===== src/rtl/icache_prefetch.sv =====
module icache_prefetch #(
  parameter int AW   = 16,
  parameter int WW   = 32,
  parameter int WAYS = 4,
  parameter int WPL  = 8
) (
  input  logic                       clk,
  input  logic                       rst_n,
  input  logic                       flush,
  input  logic                       fetch_req,
  input  logic [AW-1:0]              fetch_addr,
  output logic                       fetch_ready,
  output logic [WW-1:0]              fetch_data,
  output logic                       mem_req,
  output logic [AW-$clog2(WPL)-1:0]  mem_line,
  input  logic                       mem_wvalid,
  input  logic [$clog2(WPL)-1:0]     mem_widx,
  input  logic [WW-1:0]              mem_wdata
);
  localparam int OB    = $clog2(WPL);
  localparam int LW    = AW - OB;
  localparam int IB    = $clog2(WAYS);
  localparam int DEPTH = WAYS * WPL;

  logic [WW-1:0]   data_q [DEPTH];
  logic [LW-1:0]   tag_q  [WAYS];
  logic [WAYS-1:0] vld_q, hit_vec, nxt_vec;
  logic [IB-1:0]   rr_q, fill_way_q, hit_way, victim;
  logic            busy_q;
  logic [LW-1:0]   fill_line_q, new_line;
  logic [WPL-1:0]  mask_q, mask_nx;

  logic [LW-1:0] req_line, nxt_line;
  logic [OB-1:0] req_word;
  logic any_hit, fill_match, part_hit, fwd, wr_en, miss_start, pref_start;

  assign req_line = fetch_addr[AW-1:OB];
  assign req_word = fetch_addr[OB-1:0];
  assign nxt_line = req_line + LW'(1);

  always_comb begin
    hit_way = '0;
    for (int i = 0; i < WAYS; i++) begin
      hit_vec[i] = vld_q[i] && (tag_q[i] == req_line);
      nxt_vec[i] = vld_q[i] && (tag_q[i] == nxt_line);
      if (hit_vec[i]) hit_way = IB'(i);
    end
  end

  assign any_hit    = |hit_vec;
  assign fill_match = busy_q && (fill_line_q == req_line);
  assign part_hit   = fill_match && mask_q[req_word];
  assign fwd        = fill_match && mem_wvalid && (mem_widx == req_word);

  assign fetch_ready = fetch_req && (any_hit || part_hit || fwd);
  assign fetch_data  = any_hit  ? data_q[{hit_way, req_word}] :
                       part_hit ? data_q[{fill_way_q, req_word}] : mem_wdata;

  assign miss_start = fetch_req && !fetch_ready && !fill_match && !flush;
  assign pref_start = fetch_req && any_hit && !busy_q && !(|nxt_vec) && !flush;
  assign new_line   = miss_start ? req_line : nxt_line;

  always_comb begin
    if (busy_q)                             victim = fill_way_q;
    else if (pref_start && rr_q == hit_way) victim = rr_q + 1'b1;
    else                                    victim = rr_q;
  end

  assign wr_en   = busy_q && mem_wvalid;
  assign mask_nx = mask_q | (wr_en ? (WPL'(1) << mem_widx) : '0);

  assign mem_req  = busy_q;
  assign mem_line = fill_line_q;

  always_ff @(posedge clk or negedge rst_n) begin
    if (!rst_n) begin
      vld_q       <= '0;
      busy_q      <= 1'b0;
      rr_q        <= '0;
      fill_way_q  <= '0;
      fill_line_q <= '0;
      mask_q      <= '0;
      for (int i = 0; i < WAYS; i++) tag_q[i] <= '0;
    end else if (flush) begin
      vld_q  <= '0;
      busy_q <= 1'b0;
      rr_q   <= '0;
      mask_q <= '0;
    end else begin
      if (wr_en) begin
        mask_q <= mask_nx;
        if (&mask_nx) begin
          vld_q[fill_way_q] <= 1'b1;
          busy_q            <= 1'b0;
        end
      end
      if (miss_start || pref_start) begin
        tag_q[victim] <= new_line;
        vld_q[victim] <= 1'b0;
        busy_q        <= 1'b1;
        fill_line_q   <= new_line;
        fill_way_q    <= victim;
        mask_q        <= '0;
        if (!busy_q) rr_q <= victim + 1'b1;
      end
    end
  end

  always_ff @(posedge clk) begin
    if (wr_en) data_q[{fill_way_q, mem_widx}] <= mem_wdata;
  end

  p_unique_line_r8: assert property (@(posedge clk) disable iff (!rst_n)
    $onehot0(hit_vec));

  p_flush_clears_r9: assert property (@(posedge clk) disable iff (!rst_n)
    flush |=> (vld_q == '0) && !mem_req);

  p_abort_switch_r7: assert property (@(posedge clk) disable iff (!rst_n)
    (fetch_req && !fetch_ready && mem_req && (mem_line != req_line) && !flush)
    |=> mem_req && (mem_line == $past(req_line)));

  p_ahead_fill_r5: assert property (@(posedge clk) disable iff (!rst_n)
    (fetch_req && any_hit && !mem_req && !(|nxt_vec) && !flush)
    |=> mem_req && (mem_line == LW'($past(req_line) + LW'(1))));

  p_no_redundant_r6: assert property (@(posedge clk) disable iff (!rst_n)
    (fetch_req && fetch_ready && !mem_req && (|nxt_vec) && !flush) |=> !mem_req);

  p_ready_source_r3: assert property (@(posedge clk) disable iff (!rst_n)
    (fetch_ready && !any_hit) |-> mem_req);
endmodule


===== config.mk =====
export PLATFORM = sky130hd
export DESIGN_NAME = icache_prefetch
export DESIGN_NICKNAME = d
export VERILOG_FILES = /design/src/rtl/icache_prefetch.sv
export SDC_FILE = /design/constraint.sdc
export NUM_CORES = 1
export LEC_CHECK = 0
export BUFFER_PORTS_ARGS = -buffer_cell sky130_fd_sc_hd__buf_2
export CORE_ASPECT_RATIO = 0.75
export CORE_MARGIN = 2
export CORE_UTILIZATION = 46
export CTS_CLUSTER_DIAMETER = 150
export DETAILED_ROUTE_END_ITERATION = 7
export GPL_ROUTABILITY_DRIVEN = 0
export PLACE_DENSITY = 0.63
export SYNTH_ARGS = -nofsm -noshare
export SYNTH_HDL_FRONTEND = slang
export SYNTH_SLANG_ARGS = --single-unit

===== constraint.sdc =====
create_clock -name clk -period 5.8 [get_ports clk]
set_input_delay 1.16 -clock clk [delete_from_list [all_inputs] [get_ports clk]]
set_output_delay 1.16 -clock clk [all_outputs]
set_load 0.01 [all_outputs]

==> flow_summary.yaml <==
synthesis:
  syn_inst: 2668
  yosys.area_share.simple: 0.0448
  synth-compound-area-share: 0.0485
  syn_area_mm2: 0.0478
  yosysMostFrequentCell: "edfxtp_1"
  synth-main-ff-cell: "edfxtp_1"
  ys_seq_elements: 1106
  synthTopCellsByArea: "edfxtp_1, mux4_2, dfrtp_1, mux2_2, xnor2_1"
  syn_nets: 2729
  synth-adder-area-share: 0.00131
  synthXorXnorAreaFrac: 0.0216
  yosys.area.top_type: "edfxtp_1"
  async_reset_ff_frac: 0.0741
  synth_cell_type_count: 84
  yosysSeqAreaShare: 0.686
  yosys_warnings: 0
  synth_top_family_by_area: "multiplexers"
  synth_edf_count: 1024
  synth_top_area_frac: 0.643
  synth_area_per_cell_um2: 17.9
  netlist_top_cells_count: "edfxtp_1, mux4_2, mux2_2"
  synthMuxAreaShare: 0.180
timing:
  final.setup_skew_ps: 40.2
  relSlewSlack: 0.158
  drv_slew: 0
  hold_ws_ps: 445
  finalHoldViolCount: 0
  fin_setup_tns_ps: 0
  setup_ws_ps: 282
  setup_viol: 0
  worst_pin_slew_ps: 1260
  fin_crit_sh: 0.951
  fmax_mhz: 181
  fin_crit_ps: 5520
  rsz0062_at_grt: "false"
worst_hold_path:
  min_path_type: "in -> async"
floorplan:
  std_cell_rows: 102
  die_w_um: 376
  fp.dieH_um: 283
  ioPinCount: 103
  placeableCoreArea_mm2: 0.103
  die_area_mm2: 0.107
  initial_utilization: 0.464
pwr:
  vdd_drop_max_mv: 0.274
  total_power_mw: 18.0
  p_leak_nw: 17.8
  pwr_density_cell_mw_per_mm2: 331
cts:
  cts_buffers: 107
  cts_tree: "built"
  cts.hold.buffers_added: 0
  cts_resized: 0
  post-cts-setup-buffers: 0
  cts-root-buf: "clkbuf_16"
  clockBufferDepth: 3
  path_clk_slew_ps: 80
  clock_sinks: 1106
  insertion_delay_ps: 730
  cts_max_level: 3
worst_setup_path:
  worst-r2r-setup-slack_ps: 1230
  cp-startpoint: "fetch_addr[9]"
  required_ps: 4640
  endpoint_kind: "output pin"
  worstSetupPathType: "in -> out"
  reg2reg_to: "tag_q[10]"
  crit_path_end: "fetch_data[5]"
  critPathLaunchType: "primary input"
  crit_fanout: 15
  r2r_start: "tag_q[32]"
  reg2regPathDepth: 15
  crit_arrival_ps: 4360
placed_design:
  placed_cells: 4085
  numPortBuffers: 102
  place_ws_ps: 239
  placed_area_mm2: 0.0508
  hpwl_um: 81400
route:
  drc_errors: 3
  vias_per_cell: 6.44
  detail-route-antenna-nets: 0
  drtPass1Iterations: 8
  first_iter_violations: 3893
  vias: 27600
  wl_per_cell_um: 31.1
  routed_wl_um: 134000
final_layout:
  final_util: 0.527
  seqCellArea_mm2: 0.0328
  multiInputGateArea_mm2: 0.0144
  syn_to_final_growth_pct: 13.5
  drive_gt1_frac: 0.307
  layout.cells.non_filler: 4286
  fillCellCount: 8144
  layout.nets: 2903
  final_cell_area_mm2: 0.0543
global_routing:
  grt_pass1_vias: 27100
  grt_max_degree: 73
  grt_use_total: 0.249
  grt_pass1_wl_um: 192000
  antenna_found_initial: 11
  grt-ovfl-total: 0
job:
  max_cap_viol_count: 0
outcome:
  status: "complete, but fails checks"
  violations: "DRC"
## routing by layer
metal | track usage | routed length, um | vias to the layer above | part of all wire
met5 | 0 | 207 | - | 0.0016
met4 | 0.0633 | 3510 | 14 | 0.026
met3 | 0.0683 | 14900 | 282 | 0.11
met2 | 0.352 | 57600 | 1622 | 0.43
met1 | 0.382 | 57300 | 14500 | 0.43
li1 | - | - | 11200 | -
## state kept, by name (all words and copies together), names as in the netlist
signal	cells
vld_q	4
tag_q	52
mem_req	1
mem_line	13
rr_q	2
mask_q	8
data_q	1024
fill_way_q	2
## logic make-up after synthesis
| group | count (synthesis) |
|---|---|
| compound gates | 341 |
| xor+xnor | 109 |
| simple gates | 413 |
| fa+ha+maj | 5 |
| mux | 486 |
| buf+inv | 208 |
| flops | 1106 |
## power breakdown
group | switching [mW] | leakage, nW | internal (mW)
Sequential | 0.293 | 10.2 | 8.90
Clock | 3.06 | 1.70 | 3.91
Combinational | 1.03 | 5.91 | 0.812
Total | 4.38 | 17.8 | 13.6
## worst min-delay path by stage
stage | slack (ps) | to | depth (start not counted)
2_1_floorplan | 520 | mask_q[3] | 2
3_3_place_gp | 550 | mask_q[7] | 2
3_5_place_dp | 560 | tag_q[51] | 1
4_1_cts | 400 | tag_q[50] | 1
5_1_grt | 450 | tag_q[50] | 1
6_report | 440 | tag_q[50] | 1
## final cells by class
class	instances	area share
antenna	4	0.000184
clock buffer	123	0.0508
clock inverter	74	0.0132
inverter	28	0.00194
multi-input combinational	1354	0.266
sequential	1106	0.604
tap	1352	0.0311
timing repair buffer	245	0.0332
## critical path, stage by stage
cell and delay, ps:
buf_2 440, xnor2_1 270, nand4_1 120, or4_2 790, buf_4 310, mux2i_1 180
o211ai_1 170, o21ai_0 110, o21ai_0 530, buf_2 250
## cell usage in the layout, fill, tap and decap left out, drive strengths merged, types with 11 or more instances in the layout
| master | instances |
|---|---|
| nor3 | 42 |
| nor4 | 22 |
| a2bb2oi | 33 |
| nand2 | 122 |
| o211ai | 42 |
| xor2 | 33 |
| inv | 33 |
| nand3 | 30 |
| o21ai | 107 |
| a21oi | 48 |
| xnor2 | 72 |
| clkinv | 55 |
| mux2 | 145 |
| mux2i | 57 |
| nor2 | 92 |
| a211oi | 19 |
| dfrtp | 82 |
| mux4 | 284 |
| edfxtp | 1024 |
| bufinv | 11 |
| clkbuf | 123 |
| buf | 245 |
| nand4 | 30 |
No activity file was read; power rests on OpenSTA's default activity.
